[config.mk]
export PLATFORM = sky130hd
export DESIGN_NAME = uart_par_tx
export DESIGN_NICKNAME = d
export VERILOG_FILES = /design/src/rtl/uart_par_tx_pkg.sv /design/src/rtl/uart_par_tx_frame.sv /design/src/rtl/uart_par_tx_baud.sv /design/src/rtl/uart_par_tx_shift.sv /design/src/rtl/uart_par_tx.sv
export SDC_FILE = /design/constraint.sdc
export NUM_CORES = 1
export LEC_CHECK = 0
export ABC_AREA = 0
export BUFFER_PORTS_ARGS = -buffer_cell sky130_fd_sc_hd__buf_2
export CORE_AREA = 2 2 59 61
export CTS_CLUSTER_SIZE = 30
export DETAILED_ROUTE_END_ITERATION = 8
export DIE_AREA = 0 0 61 63
export GPL_TIMING_DRIVEN = 0
export PLACE_DENSITY_LB_ADDON = 0.2
export SYNTH_ARGS = -nofsm -noshare
export SYNTH_HDL_FRONTEND = slang
export SYNTH_HIERARCHICAL = 1
export SYNTH_SLANG_ARGS = --single-unit
[constraint.sdc]
create_clock -name clk -period 1.9 [get_ports clk]
set_input_delay 0.475 -clock clk [delete_from_list [all_inputs] [get_ports clk]]
set_output_delay 0.475 -clock clk [all_outputs]
set_load 0.02 [all_outputs]
[src/rtl/uart_par_tx_pkg.sv]
package uart_par_tx_pkg;

    localparam int unsigned PAR_MAX_W = 16;

    typedef enum logic {
        TX_IDLE = 1'b0,
        TX_SEND = 1'b1
    } tx_state_e;

    typedef struct packed {
        logic wide;
        logic par_en;
        logic par_odd;
    } tx_mode_t;

    // Parity over the lowest n bits of vec, seeded with the odd flag.
    function automatic logic calc_parity(input logic [PAR_MAX_W-1:0] vec,
                                         input int unsigned n,
                                         input logic odd);
        logic acc;
        acc = odd;
        for (int unsigned i = 0; i < PAR_MAX_W; i++) begin
            if (i < n) acc = acc ^ vec[i];
        end
        return acc;
    endfunction

endpackage

[src/rtl/uart_par_tx_frame.sv]
module uart_par_tx_frame
    import uart_par_tx_pkg::*;
#(
    parameter int unsigned DATA_W  = 9,
    parameter int unsigned FRAME_W = DATA_W + 2,
    parameter int unsigned IDX_W   = $clog2(FRAME_W)
) (
    input  logic [DATA_W-1:0]  data,
    input  tx_mode_t           mode,
    output logic [FRAME_W-1:0] frame,
    output logic [IDX_W-1:0]   last_idx
);

    localparam int unsigned PAD_W = PAR_MAX_W - DATA_W;

    int unsigned field_len;
    logic        par_bit;

    always_comb begin
        field_len = mode.wide ? DATA_W : DATA_W - 1;
        par_bit   = calc_parity({{PAD_W{1'b0}}, data}, field_len - 1, mode.par_odd);
        frame     = '1;
        frame[0]  = 1'b0;
        for (int unsigned i = 0; i < DATA_W; i++) begin
            if (i < field_len) frame[i+1] = data[i];
        end
        if (mode.par_en) frame[field_len] = par_bit;
        last_idx  = IDX_W'(field_len + 1);
    end

endmodule

[src/rtl/uart_par_tx_baud.sv]
module uart_par_tx_baud #(
    parameter int unsigned OSR  = 16,
    parameter int unsigned CW   = $clog2(OSR)
) (
    input  logic clk,
    input  logic rst,
    input  logic clear,
    input  logic run,
    input  logic tick,
    output logic bit_end
);

    localparam logic [CW-1:0] CNT_LAST = CW'(OSR - 1);

    logic [CW-1:0] cnt;

    assign bit_end = run && tick && (cnt == CNT_LAST);

    always_ff @(posedge clk) begin
        if (rst || clear) begin
            cnt <= '0;
        end else if (run && tick) begin
            cnt <= (cnt == CNT_LAST) ? '0 : cnt + 1'b1;
        end
    end

    AST_TICK_HOLD: assert property (@(posedge clk) disable iff (rst)
        (!tick && !clear) |=> $stable(cnt));

    AST_IDLE_CNT_ZERO: assert property (@(posedge clk) disable iff (rst)
        !run |-> (cnt == '0));

endmodule

[src/rtl/uart_par_tx_shift.sv]
module uart_par_tx_shift
    import uart_par_tx_pkg::*;
#(
    parameter int unsigned FRAME_W = 11,
    parameter int unsigned IDX_W   = $clog2(FRAME_W)
) (
    input  logic               clk,
    input  logic               rst,
    input  logic               start,
    input  logic [FRAME_W-1:0] frame_in,
    input  logic [IDX_W-1:0]   last_in,
    input  logic               bit_end,
    output logic               txd,
    output logic               busy,
    output logic               done
);

    tx_state_e          state;
    logic [FRAME_W-1:0] sreg;
    logic [IDX_W-1:0]   idx;
    logic [IDX_W-1:0]   last_q;

    assign busy = (state == TX_SEND);
    assign txd  = sreg[0];

    always_ff @(posedge clk) begin
        if (rst) begin
            state  <= TX_IDLE;
            sreg   <= '1;
            idx    <= '0;
            last_q <= '0;
            done   <= 1'b0;
        end else begin
            done <= 1'b0;
            case (state)
                TX_IDLE: begin
                    if (start) begin
                        sreg   <= frame_in;
                        idx    <= '0;
                        last_q <= last_in;
                        state  <= TX_SEND;
                    end
                end
                TX_SEND: begin
                    if (bit_end) begin
                        if (idx == last_q) begin
                            state <= TX_IDLE;
                            sreg  <= '1;
                            done  <= 1'b1;
                        end else begin
                            sreg <= {1'b1, sreg[FRAME_W-1:1]};
                            idx  <= idx + 1'b1;
                        end
                    end
                end
                default: state <= TX_IDLE;
            endcase
        end
    end

    AST_IDLE_LINE_HIGH: assert property (@(posedge clk) disable iff (rst)
        !busy |-> txd);

    AST_START_BIT_LOW: assert property (@(posedge clk) disable iff (rst)
        (start && !busy) |=> (busy && !txd));

    AST_FRAME_FROZEN: assert property (@(posedge clk) disable iff (rst)
        (busy && !bit_end) |=> (busy && $stable(sreg)));

    AST_DONE_SINGLE: assert property (@(posedge clk) disable iff (rst)
        done |=> !done);

    AST_DONE_ENDS_BUSY: assert property (@(posedge clk) disable iff (rst)
        done |-> (!busy && $past(busy)));

endmodule

[src/rtl/uart_par_tx.sv]
module uart_par_tx
    import uart_par_tx_pkg::*;
#(
    parameter int unsigned DATA_W = 9,
    parameter int unsigned OSR    = 16
) (
    input  logic              clk,
    input  logic              rst,
    input  logic              tick_x16,
    input  logic              load,
    input  logic [DATA_W-1:0] data_in,
    input  logic              wide_sel,
    input  logic              par_en,
    input  logic              par_odd,
    output logic              txd,
    output logic              busy,
    output logic              done
);

    localparam int unsigned FRAME_W = DATA_W + 2;
    localparam int unsigned IDX_W   = $clog2(FRAME_W);

    tx_mode_t           mode;
    logic [FRAME_W-1:0] frame;
    logic [IDX_W-1:0]   last_idx;
    logic               start;
    logic               bit_end;
    logic [FRAME_W-1:0] field_mask;

    assign mode  = '{wide: wide_sel, par_en: par_en, par_odd: par_odd};
    assign start = load && !busy;

    uart_par_tx_frame #(
        .DATA_W (DATA_W),
        .FRAME_W(FRAME_W),
        .IDX_W  (IDX_W)
    ) frame_i (
        .data    (data_in),
        .mode    (mode),
        .frame   (frame),
        .last_idx(last_idx)
    );

    uart_par_tx_baud #(
        .OSR(OSR)
    ) baud_i (
        .clk    (clk),
        .rst    (rst),
        .clear  (start),
        .run    (busy),
        .tick   (tick_x16),
        .bit_end(bit_end)
    );

    uart_par_tx_shift #(
        .FRAME_W(FRAME_W),
        .IDX_W  (IDX_W)
    ) shift_i (
        .clk     (clk),
        .rst     (rst),
        .start   (start),
        .frame_in(frame),
        .last_in (last_idx),
        .bit_end (bit_end),
        .txd     (txd),
        .busy    (busy),
        .done    (done)
    );

    // Positions 1..field length hold the data field including parity.
    always_comb begin
        field_mask = '0;
        for (int unsigned i = 1; i <= DATA_W; i++) begin
            if (wide_sel || i < DATA_W) field_mask[i] = 1'b1;
        end
    end

    AST_PARITY_RULE: assert property (@(posedge clk) disable iff (rst)
        (start && par_en) |-> ((^(frame & field_mask)) == par_odd));

    AST_LOAD_NO_DONE: assert property (@(posedge clk) disable iff (rst)
        (load && busy) |=> busy || done);

endmodule

Word-level counts from Yosys, hierarchy flattened. Cells that the tools add are included.

Register bits after elaboration: 25. Bits of input ports: 16. Output and inout bits: 3. Logic and storage cells: 93.

$add $sub $neg: 4. Magnitude comparators: 20. Eq/ne operators: 5. Muxes and demuxes: 37. Bitwise logic cells: 11. Reductions and logical operators: 10.

Operators with widths (count): $lt 3x32->1 const A (8); $lt 1x32->1 const A (4); $lt 2x32->1 const A (4); $lt 4x32->1 const A (2); $mux 11 (3); $ge 32x1->1 const B (1); $lt 32x5->1 const B (1); $sub 32x1->32 const B (1); $mux 1 (24); $pmux 11 s2 (1); $mux 4 (4); $add 4x1->4 const B (3); $bwmux 11 (1); $mux 10 (1); $xor 1x1->1 (9); $pmux 4 s2 (1); $ne 2x2->1 const B (3); $demux 1 s4 (1); $eq 4x4->1 (1); $eq 4x4->1 const B (1); $logic_and 1x1->1 (4); $reduce_and 2->1 (2); $reduce_and 3->1 (1); $reduce_or 3->1 (1); other kinds (4) (5).

Depth between registers and ports, before layout. Gate-level depths: netlist of the first run.

Depth in word-level cells: 24. Mapped depth: 8. Gate-level depth less buffers: 7.

By module. Netlist of the first run, hierarchy kept.

Modules (own cells, without submodules): uart_par_tx_shift (times used 1, cells an instance 114, area an instance 996.0 um^2, sequential area each 420.4 um^2); uart_par_tx_frame (times used 1, cells an instance 28, area an instance 221.5 um^2, sequential area each 0.0 um^2); uart_par_tx_baud (times used 1, cells an instance 22, area an instance 201.4 um^2, sequential area each 80.1 um^2); uart_par_tx (times used 1, cells an instance 1, area an instance 13.8 um^2, sequential area each 0.0 um^2).

Least setup slack after synthesis of the first run. No wires, ideal clock.

Path type: input -> register. Start: input data_in[3]. End: register shift_i.sreg[8]. Library setup time: 0.120 ns. Arrival time: 1.656 ns. Data required time: 1.780 ns. Path slack: 0.124 ns. Stages on the path: 7. Buffers on the path: 0. Cell sequence: xor2_1 > xnor2_1 > xnor2_1 > mux2_2 > a21oi_1 > a31oi_1 > a211o_1.

Word-level cells in the longest chain between the ends: 16.

Ends and longest elaborated chain: from (decl) (line uart_par_tx.sv:11) `input logic [DATA_W-1:0] data_in,`; $xor 1x1->1 * (line uart_par_tx_pkg.sv:23) `if (i < n) acc = acc ^ vec[i];`; $mux 1 * (line uart_par_tx_pkg.sv:23); $xor 1x1->1 (line uart_par_tx_pkg.sv:23); $mux 1 * (line uart_par_tx_pkg.sv:23); $xor 1x1->1 (line uart_par_tx_pkg.sv:23); $mux 1 * (line uart_par_tx_pkg.sv:23); $xor 1x1->1 (line uart_par_tx_pkg.sv:23); $mux 1 * (line uart_par_tx_pkg.sv:23); $xor 1x1->1 (line uart_par_tx_pkg.sv:23); $mux 1 * (line uart_par_tx_pkg.sv:23); $xor 1x1->1 (line uart_par_tx_pkg.sv:23); $mux 1 * (line uart_par_tx_pkg.sv:23); $bwmux 11 * (line uart_par_tx_frame.sv:27) `if (mode.par_en) frame[field_len] = par_bit;`; $mux 11 * (line uart_par_tx_frame.sv:27); net frame[8] (line uart_par_tx.sv:24) `logic [FRAME_W-1:0] frame;`; $mux 11 * (line uart_par_tx_shift.sv:37) `if (start) begin`; $pmux 11 s2 * (line uart_par_tx_shift.sv:35) `case (state)`; to (signal assigned) (line uart_par_tx_shift.sv:38) `sreg <= frame_in;`; to (signal assigned) (line uart_par_tx_shift.sv:51) `sreg <= {1'b1, sreg[FRAME_W-1:1]};`; to (decl) (line uart_par_tx_shift.sv:19) `logic [FRAME_W-1:0] sreg;`.

Mark *: on every way through the listed nets, which the timed path passes. The rest lies on a longest branch. The select of a mux whose other input is x is not followed. A chain may end at the register's enable or synchronous reset.

Worst setup path after layout of the first run.
Start: register baud_i.cnt[0]. End: register shift_i.sreg[9].

Word-level cells in the longest chain between the ends: 4.

Ends and longest elaborated chain: from (decl) (line uart_par_tx_baud.sv:15) `logic [CW-1:0] cnt;`; from (signal assigned) (line uart_par_tx_baud.sv:23) `cnt <= (cnt == CNT_LAST) ? '0 : cnt + 1'b1;`; $eq 4x4->1 (line uart_par_tx_baud.sv:17) `assign bit_end = run && tick && (cnt == CNT_LAST);`; $logic_and 1x1->1 (line uart_par_tx_baud.sv:17); net bit_end (line uart_par_tx.sv:27) `logic bit_end;`; $ne 2x2->1 (no line); $reduce_and 2->1 (no line).

The timed path passes the listed nets, and every way through them passes these cells.

==> results of run 1 <==
## power groups by stage
stage,Combinational [uW],Sequential [uW],Clock (uW)
after floorplan,189,586,0
after global placement,244,584,0
after detailed placement,254,586,0
after global routing,279,578,288
after CTS,254,574,269
final,254,575,253
## logic make-up (layout without fill, tap and decap cells)
logic type,after synthesis,count (layout),synth area share
compound gates,46,46,0.237
simple gates,42,42,0.150
buf+inv,32,54,0.129
flops,25,25,0.349
xor+xnor,13,13,0.0900
mux,3,3,0.0218
fa+ha+maj,2,2,0.0175
other cells,2,4,0.00524
## cell usage in the layout, fill, tap and decap left out, types with 2 or more instances in the layout
cell | synthesis | routed
mux2i_1 | 2 | 2
clkbuf_4 | 0 | 4
xor2_1 | 2 | 2
a31oi_1 | 10 | 10
a21oi_1 | 13 | 13
a211o_1 | 10 | 10
a211oi_2 | 2 | 2
nand3_1 | 6 | 6
buf_6 | 2 | 2
nor3_1 | 5 | 5
clkbuf_1 | 3 | 3
o21ai_1 | 2 | 2
ha_1 | 2 | 2
nor2_1 | 4 | 4
xnor2_1 | 10 | 10
buf_4 | 13 | 13
inv_1 | 13 | 13
buf_2 | 1 | 18
conb_1 | 2 | 4
a21oi_2 | 3 | 3
dfxtp_1 | 25 | 24
nand2_1 | 17 | 17
## final cells by class
class	count	area, um^2
Multi-Input combinational cell	110	766
Clock inverter	1	7.51
Buffer	19	139
Timing Repair Buffer	18	90.1
Fill cell	317	1600
Sequential cell	25	502
Clock buffer	3	22.5
Inverter	13	48.8
Tap cell	46	57.6
## state kept, by name (all words and copies together), names as in the netlist
name,flops
shift_i/sreg,11
shift_i/last_q,4
shift_i/done,1
shift_i/idx,4
baud_i/cnt,4
shift_i/busy,1
## worst register-to-register path: cells and delay by family (launching register included)
family / cells / cell delay (ns)
AOI/OAI and AO/OA: 3 / 0.48
DFF: 1 / 0.37
and+or+nand+nor: 3 / 0.35
adders and majority gates: 1 / 0.24
buffers and inverters: 1 / 0.20
## layer usage
layer	part of all wire	GRT usage	routed length (um)
met5	0	0	0
met4	0.012	0.0625	34
met3	0.024	0.0228	69
met2	0.52	0.300	1480
met1	0.45	0.192	1290
## metrics by stage
| stage | std cells | power (uW) | worst slack [ns] | utilization | setup TNS, ns |
|---|---|---|---|---|---|
| 4_1_cts | 235 | 1100 | 0.0636 | 0.501 | 0 |
| 3_5_place_dp | 231 | 839 | -0.167 | 0.491 | -0.300 |
| 5_1_grt | 235 | 1150 | 0.0289 | 0.505 | 0 |
| 3_3_place_gp | 231 | 829 | -0.0951 | 0.491 | -0.190 |
| 6_report | 235 | 1080 | 0.177 | 0.505 | 0 |
| 2_1_floorplan | 167 | 775 | 0.124 | - | 0 |
## what timing repair did
item	in CTS	in global routing
setup endpoints to repair	0	12
gates resized for setup	0	3
hold buffers	0	0
## worst max path at each step
stage	slack [ns]	endpoint	cells past startpoint
final	0.18	shift_i/sreg[9]	8
after global routing	0.03	shift_i/sreg[0]	8
after CTS	0.06	shift_i/idx[3]	6
after detailed placement	-0.17	shift_i/sreg[9]	8
after global placement	-0.1	shift_i/sreg[9]	8
after floorplan	0.12	shift_i/sreg[8]	7
==> metrics.md, run 1 <==
| Metric | Value |
|---|---|
| Critical path startpoint | `baud_i/cnt[0]` |
| CP cell instances | `ha_1, nand3_1, nor2_1, and2_1, clkbuf_4, a21oi_1, a31oi_1, a211o_1` |
| Sequential-to-total area share from yosys stat | `0.349` |
| Worst skew pair latency | `0.32 ns` |
| Worst-path fanout max | `10` |
| Most common cell in the netlist | `dfxtp_1` |
| Synth warnings | `6` |
| Crit path max-delay family | `compound AO/OA/AOI/OAI gates` |
| Area Overhead vs Synth | `14.0%` |
| Net switching power | `324 uW` |
| Final #Nets | `208` |
| Mean Syn Cell Area | `8.68 um^2` |
| Critical R2R Capture | `shift_i/sreg[9]` |
| Biggest area consumer among synthesized cells | `dfxtp_1` |
| Ys async rst share | `0` |
| Switching Share | `0.299` |
| Yosys reg bits | `25` |
| Final Cycle Share | `0.907` |
| Reg power frac | `0.531` |
| HPWL after detailed placement | `2.22 mm` |
| Gpl congestion | `0.794` |
| Port Buffers | `18` |
| Overall Global Routing Usage | `0.167` |
| Antenna Cells | `0` |
| Initial Utilization | `0.443` |
| Power Density | `663 mW/mm^2` |
| Final Slew Violations | `0` |
| TritonCTS buffer count | `3` |
| Via count | `1193` |
| Main synth FF type | `dfxtp_1` |
| Die ar. | `0.00384 mm^2` |
| Max clock buf depth | `2` |
| First-pass GRT wire length | `4.95 mm` |
| DR pass1 iterations | `4` |
| FMAX | `580 MHz` |
| Buf/Inv on CP | `1` |
| Critical Path AT | `1.96 ns` |
| Initial antenna violation count | `0` |
| Post-Synthesis Cell Area | `0.00143 mm^2` |
| Die width | `61 um` |
| Area share of the largest cell type after synthesis | `0.349` |
| Hold Path Class | `in -> reg` |
| Chip Height | `63 um` |
| Post-Synthesis Cells | `165` |
| Worst Hold Path EP | `baud_i/cnt[3]` |
| VDD IR-drop max | `0.000291 V` |
| Clock network power share | `0.234` |
| Root Buffer | `clkbuf_4` |
| Sinks on Clock Net | `25` |
| Worst endpoint required time | `2.13 ns` |
| Final wirelength | `2.87 mm` |
| Post-synth EDFFs | `0` |
| Clk slew on worst S/H paths | `0.15 ns` |
| Crit Path Category | `reg -> reg` |
| CTS tree | `done` |
| Startpoint Class | `register` |
| Vias/cell | `5.08` |
| Starting DRT DRC Count | `27` |
| Worst R2R Path Depth | `8` |
| Core Footprint | `0.00323 mm^2` |
| Post-synth top cells | `25 x dfxtp_1, 17 x nand2_1, 13 x a21oi_1, 13 x buf_4, 13 x inv_1` |
| Outcome | `complete, no violations` |
| Setup bufs post-CTS | `0` |
| Final Instance Area | `0.00163 mm^2` |
| # rows | `21` |
| Hold Crit Start | `rst` |
| Main area contributors after synthesis | `dfxtp_1 35%, buf_4 6.8%, a211o_1 6.1%, xnor2_1 6.1%, a21oi_1 4.5%` |
| Netlist cell types | `39` |
| Layout cell share with drive strength beyond 1 | `0.265` |
| Worst path max stage delay | `0.37 ns` |
| FF-to-FF setup slack | `0.18 ns` |
| Remaining DRCs | `0` |
| RSZ-0062 raised after global routing | `no` |
| Capturing element type of the critical path | `register` |
| # IOs | `19` |
| Number of global-route vias before repair | `1194` |
| Final Hold Slack | `0.373 ns` |
| WHS Path Cells | `2` |
| Grt ovf | `0` |
| Critical Path Slowest Stage Cell | `dfxtp_1` |
| WL/cell | `12.2 um` |
| Clk_skew | `0.00392 ns` |
| Lkg Pwr | `0.000726 uW` |
| Post-DP Area | `0.00159 mm^2` |
| Combinational Power Share | `0.235` |
| Antenna-violating nets left | `0` |
| Final Hold Fails | `0` |
| Max-Cap Viols | `0` |
| Int Pwr | `758 uW` |
| R2R Path Start | `baud_i/cnt[0]` |
| Tmin final | `1.72 ns` |
| Largest net degree at the start of global routing | `16` |
| Final Setup Violations | `0` |
| H-tree levels | `1` |
No activity file was read; power rests on OpenSTA's default activity.
==> run 2: changes to the inputs <==
--- a/config.mk
+++ b/config.mk
@@ -7,11 +7,12 @@
 export LEC_CHECK = 0
 export ABC_AREA = 0
 export BUFFER_PORTS_ARGS = -buffer_cell sky130_fd_sc_hd__buf_2
-export CORE_AREA = 2 2 59 61
+export CORE_AREA = 4 4 61 63
 export CTS_CLUSTER_SIZE = 30
 export DETAILED_ROUTE_END_ITERATION = 8
-export DIE_AREA = 0 0 61 63
+export DIE_AREA = 0 0 65 67
 export GPL_TIMING_DRIVEN = 0
+export MAX_ROUTING_LAYER = met4
 export PLACE_DENSITY_LB_ADDON = 0.2
 export SYNTH_ARGS = -nofsm -noshare
 export SYNTH_HDL_FRONTEND = slang
==> run 2 against run 1 <==
Compared with the run above: setup slack improved by 0.0089 ns; non-clock buffer count unchanged; hold slack got worse by 0.012 ns; critical path type unchanged.
==> metrics.md, run 2 (synthesized netlist as in run 1, its figures left out) <==
| Metric | Value |
|---|---|
| Outcome | `complete, no violations` |
| Clk_skew | `0.00403 ns (+0.000113 ns)` |
| Startpoint Class | `register` |
| Layout cell share with drive strength beyond 1 | `0.270 (+0.00529)` |
| Most common cell after layout, fill and taps aside | `dfxtp_1` |
| Lkg Pwr | `0.000730 uW (+0.58%)` |
| CP cell instances | `ha_1, nand3_1, nor2_1, and2_1, clkbuf_4, a21oi_1, a31oi_1, a211o_1` |
| Largest register FFs | `11 (unchanged)` |
| Chip Height | `67 um (+6.3%)` |
| Largest register by flop count | `shift_i/sreg` |
| Worst endpoint required time | `2.13 ns (about the same)` |
| Initial antenna violation count | `0 (unchanged)` |
| Core Footprint | `0.00323 mm^2 (unchanged)` |
| Power Total | `1070 uW (-1.2%)` |
| Clk slew on worst S/H paths | `0.13 ns (-0.02 ns)` |
| Grt ovf | `0 (unchanged)` |
| FMAX | `583 MHz (+0.52%)` |
| Overall Global Routing Usage | `0.156 (-0.0104)` |
| Max-Cap Viols | `0 (unchanged)` |
| Die width | `65 um (+6.6%)` |
| Worst Hold Path EP | `baud_i/cnt[0]` |
| Power Density | `655 mW/mm^2 (-1.1%)` |
| Worst skew pair latency | `0.32 ns (about the same)` |
| Worst path max stage delay | `0.36 ns (about the same)` |
| H-tree levels | `1 (unchanged)` |
| Final wirelength | `2.87 mm (-0.10%)` |
| Final #Nets | `208 (unchanged)` |
| Crit Path Category | `reg -> reg` |
| Critical Path AT | `1.94 ns (-0.02 ns)` |
| Via count | `1187 (-0.50%)` |
| Area Overhead vs Synth | `13.9% (about the same)` |
| DR pass1 iterations | `4 (unchanged)` |
| Gpl congestion | `0.791 (-0.35%)` |
| Most frequent cells in the layout | `23 x dfxtp_1, 18 x buf_2, 17 x nand2_1` |
| Hold Path Class | `in -> reg` |
| Remaining DRCs | `0 (unchanged)` |
| VDD IR-drop max | `0.000302 V (+3.7%)` |
| # rows | `21 (unchanged)` |
| Hold Crit Start | `rst` |
| Worst R2R Path Depth | `8 (unchanged)` |
| First-pass GRT wire length | `5.20 mm (+5.0%)` |
| Root Buffer | `clkbuf_4` |
| Initial Utilization | `0.443 (unchanged)` |
| Die ar. | `0.00436 mm^2 (+13%)` |
| # IOs | `19 (unchanged)` |
| R2R Path Start | `baud_i/cnt[0]` |
| Sinks on Clock Net | `25 (unchanged)` |
| Final Cycle Share | `0.902 (-0.00470)` |
| Max clock buf depth | `2 (unchanged)` |
| Antenna-violating nets left | `0 (unchanged)` |
| TritonCTS buffer count | `3 (unchanged)` |
| Tmin final | `1.71 ns (-0.00893 ns)` |
| WHS Path Cells | `2 (unchanged)` |
| WL/cell | `12.2 um (-0.10%)` |
| Vias/cell | `5.05 (-0.50%)` |
| Number of global-route vias before repair | `1205 (+0.92%)` |
| Pre-CTS WS | `-0.158 ns (+0.00889 ns)` |
| # hold bufs at CTS | `0 (unchanged)` |
| CTS tree | `done` |
| Antenna Cells | `0 (unchanged)` |
| Final Slew Violations | `0 (unchanged)` |
| RSZ-0062 raised after global routing | `no` |
| Critical Path Slowest Stage Cell | `dfxtp_2` |
| Starting DRT DRC Count | `22 (-19%)` |
| Setup WS post-layout | `0.186 ns (+0.00893 ns)` |
| Critical R2R Capture | `shift_i/sreg[2]` |
| Worst-path fanout max | `10 (unchanged)` |
| FF-to-FF setup slack | `0.19 ns (about the same)` |
| Port Buffers | `18 (unchanged)` |
| Capturing element type of the critical path | `register` |
| HPWL after detailed placement | `2.22 mm (+0.22%)` |
| Largest net degree at the start of global routing | `15 (-1)` |
| Final Setup Violations | `0 (unchanged)` |
| Final Hold Fails | `0 (unchanged)` |
run 2: cell types whose count changed in the layout (fill, tap and decap cells not counted):
cell	before	now
dfxtp_1	24	23
clkinvlp_4	1	0
dfxtp_2	1	2
clkinv_2	0	1
run 2: timing repair:
action                     CTS  global route
setup buffers                0             0
resized for setup            0             4
setup endpoints to repair    0            12
run 2: cell type report:
| type | instances | area, um^2 |
|---|---|---|
| tap | 46 | 57.6 |
| inverter | 13 | 48.8 |
| timing repair buffer | 18 | 90.1 |
| multi-input combinational | 110 | 766 |
| sequential | 25 | 503 |
| buffer | 19 | 139 |
| clock buffer | 3 | 22.5 |
| clock inverter | 1 | 5.00 |
| fill | 329 | 1600 |
run 2: critical path, delay by kind of cell (launching register included):
kind                     cells  cell delay (ns)
flip-flops                   1             0.36
buffers and inverters        1             0.20
adder cells (fa/ha/maj)      1             0.22
AND/OR/NAND/NOR              3             0.36
AO/OA/AOI/OAI                3             0.48
run 2: worst max path at each step:
stage,end,slack [ns],startpoint
2_1_floorplan,shift_i/sreg[8],0.12,data_in[3]
3_3_place_gp,shift_i/sreg[9],-0.09,data_in[3]
3_5_place_dp,shift_i/sreg[9],-0.16,data_in[3]
4_1_cts,shift_i/idx[3],0.06,shift_i/busy
5_1_grt,shift_i/idx[3],0.02,baud_i/cnt[1]
6_report,shift_i/sreg[2],0.19,baud_i/cnt[0]
run 2: stage by stage:
step | area, um^2 | std cells | TNS, ns | hold WS [ns] | util
after global placement | 1590 | 231 | -0.186 | 0.444 | 0.491
after CTS | 1620 | 235 | 0 | 0.358 | 0.500
after floorplan | 1440 | 167 | 0 | 0.435 | -
after detailed placement | 1590 | 231 | -0.291 | 0.450 | 0.491
after global routing | 1630 | 235 | 0 | 0.341 | 0.505
final | 1630 | 235 | 0 | 0.362 | 0.505
run 2: power breakdown:
group	leakage (uW)	internal [uW]	switching, uW
Clock	0.0000177	78.9	162
Sequential	0.000205	554	20.7
Combinational	0.000507	124	130
run 2: per-layer routing:
metal | up-vias | part of all wire | track usage
li1 | 609 | - | -
met1 | 562 | 0.45 | 0.173
met2 | 10 | 0.51 | 0.275
met3 | 6 | 0.023 | 0.0304
met4 | 0 | 0.017 | 0.0660
met5 | - | 0 | -
==> run 3: changes to the inputs <==
--- a/config.mk
+++ b/config.mk
@@ -14,6 +14,7 @@
 export GPL_TIMING_DRIVEN = 0
 export MAX_ROUTING_LAYER = met4
 export PLACE_DENSITY_LB_ADDON = 0.2
+export REMOVE_ABC_BUFFERS = 1
 export SYNTH_ARGS = -nofsm -noshare
 export SYNTH_HDL_FRONTEND = slang
 export SYNTH_HIERARCHICAL = 1
==> run 3 against run 2 <==
Compared with the run above: global-route usage fell by 1.8 points; clock-buffer cell count increased by 1; sequential power increased by 1%; largest cell class unchanged; wire length decreased by 6.3%; cell count down 6.0%; sequential cell count stayed put; first-iteration DRC count rose to 2.7 times the previous value; fmax down 0.94%.
==> metrics.md, run 3 (synthesized netlist as in run 1, its figures left out) <==
| Metric | Value |
|---|---|
| Outcome | `complete, no violations` |
| Worst R2R Path Depth | `7 (-1)` |
| Critical Path AT | `1.99 ns (+0.05 ns)` |
| Via count | `1128 (-5.0%)` |
| Max clock buf depth | `2 (unchanged)` |
| HPWL after detailed placement | `1.91 mm (-14%)` |
| Fillers | `319 (-3.0%)` |
| First-pass GRT wire length | `4.65 mm (-11%)` |
| Clk slew on worst S/H paths | `0.12 ns (about the same)` |
| Final wirelength | `2.69 mm (-6.3%)` |
| DR pass1 iterations | `4 (unchanged)` |
| Sinks on Clock Net | `25 (unchanged)` |
| Hold Path Class | `in -> reg` |
| Initial Utilization | `0.443 (unchanged)` |
| Most frequent cells in the layout | `24 x dfxtp_1, 18 x buf_2, 17 x nand2_1` |
| Tmin final | `1.73 ns (+0.0162 ns)` |
| Critical R2R Capture | `shift_i/idx[3]` |
| WHS Path Cells | `3 (+1)` |
| Largest register FFs | `11 (unchanged)` |
| Die width | `65 um (unchanged)` |
| VDD IR-drop max | `0.000375 V (+24%)` |
| H-tree levels | `1 (unchanged)` |
| Final Hold Fails | `0 (unchanged)` |
| Setup WS post-layout | `0.170 ns (-0.0162 ns)` |
| Chip Height | `67 um (unchanged)` |
| Hold Crit Start | `wide_sel` |
| Pre-CTS WS | `-0.924 ns (-0.766 ns)` |
| Antenna Cells | `0 (unchanged)` |
| Starting DRT DRC Count | `59 (+170%)` |
| WL/cell | `12.2 um (-0.34%)` |
| Core Footprint | `0.00323 mm^2 (unchanged)` |
| Clk_skew | `0.00191 ns (-0.00212 ns)` |
| Capturing element type of the critical path | `register` |
| Final Cycle Share | `0.911 (+0.00854)` |
| FMAX | `578 MHz (-0.94%)` |
| Multi-input gate area | `776 um^2 (+1.3%)` |
| R2R Path Start | `baud_i/cnt[0]` |
| Port Buffers | `18 (unchanged)` |
| Startpoint Class | `input pin` |
| Worst Hold Path EP | `shift_i/last_q[1]` |
| Max-Cap Viols | `0 (unchanged)` |
| Vias/cell | `5.10 (+1.0%)` |
| Worst-path fanout max | `2 (-8)` |
| Crit Path Category | `in -> reg` |
| # IOs | `19 (unchanged)` |
| Largest net degree at the start of global routing | `23 (+8)` |
| Root Buffer | `clkbuf_4` |
| # rows | `21 (unchanged)` |
| # hold bufs at CTS | `0 (unchanged)` |
| Gpl congestion | `0.812 (+2.6%)` |
| TritonCTS buffer count | `3 (unchanged)` |
| Antenna-violating nets left | `0 (unchanged)` |
| CTS tree | `done` |
| Overall Global Routing Usage | `0.139 (-0.0178)` |
| RSZ-0062 raised after global routing | `no` |
| Number of global-route vias before repair | `1068 (-11%)` |
| Power Density | `671 mW/mm^2 (+2.4%)` |
| Layout cell share with drive strength beyond 1 | `0.229 (-0.0413)` |
| FF-to-FF setup slack | `0.20 ns (about the same)` |
| Worst skew pair latency | `0.30 ns (-0.02 ns)` |
| Area Overhead vs Synth | `7.51%` |
| Grt ovf | `0 (unchanged)` |
| Core Util, Final | `0.477 (-0.0283)` |
| Final Setup Violations | `0 (unchanged)` |
| Final #Nets | `194 (-6.7%)` |
| Critical path startpoint | `data_in[3]` |
| Worst endpoint required time | `2.16 ns (+0.03 ns)` |
| Remaining DRCs | `0 (unchanged)` |
| Die ar. | `0.00436 mm^2 (unchanged)` |
| Lkg Pwr | `0.000675 uW (-7.6%)` |
| Largest register by flop count | `shift_i/sreg` |
| Most common cell after layout, fill and taps aside | `dfxtp_1` |
| Initial antenna violation count | `0 (unchanged)` |
| Final Slew Violations | `0 (unchanged)` |
| Seq. cell area | `504 um^2 (+0.25%)` |
-- run 3: layout make-up --
cell class,count,area share
Multi-Input combinational cell,110,0.504
Sequential cell,25,0.327
Timing Repair Buffer,23,0.0829
Tap cell,46,0.0374
Inverter,13,0.0317
Clock buffer,4,0.0171
-- run 3: through the flow --
step,cells,TNS [ns],instance area [um^2],total power [uW],hold WS (ns)
4_1_cts,216,0,1490,1040,0.423
2_1_floorplan,148,-3.89,1300,737,0.435
3_5_place_dp,212,-13.64,1450,804,0.451
6_report,221,0,1540,1030,0.436
3_3_place_gp,212,-11.98,1450,799,0.443
5_1_grt,221,0,1540,1100,0.421
-- run 3: power by group --
part | switching [uW] | total, uW | internal, uW
Sequential | 27.9 | 581 | 553
Clock | 142 | 224 | 81.8
Combinational | 120 | 228 | 108
-- run 3: repair_timing --
| item | in CTS | in global routing |
|---|---|---|
| setup buffers | 0 | 5 |
| pin swaps | 0 | 0 |
| resized for setup | 5 | 2 |
| endpoints found under the setup margin | 19 | 11 |
-- run 3: worst max-delay path by stage --
stage	to	slack (ns)	cells past startpoint
2_1_floorplan	shift_i/sreg[0]	-0.34	4
3_3_place_gp	shift_i/sreg[8]	-0.83	4
3_5_place_dp	shift_i/sreg[6]	-0.92	4
4_1_cts	shift_i/sreg[6]	0.09	4
5_1_grt	shift_i/idx[3]	0.03	7
6_report	shift_i/sreg[9]	0.17	8
-- run 3: worst max-delay path, cell delays in order --
cell      delay [ns]
buf_2           0.12
xor2_1          0.17
xnor2_1         0.34
xor3_1          0.41
o211ai_2        0.14
a21oi_1         0.07
a31oi_1         0.15
a211o_1         0.12
-- run 3: per-layer routing --
| layer | track usage | wire length [um] |
|---|---|---|
| met1 | 0.164 | 1260 |
| met2 | 0.227 | 1310 |
| met3 | 0.0270 | 79 |
| met4 | 0.0633 | 40 |
| met5 | - | 0 |
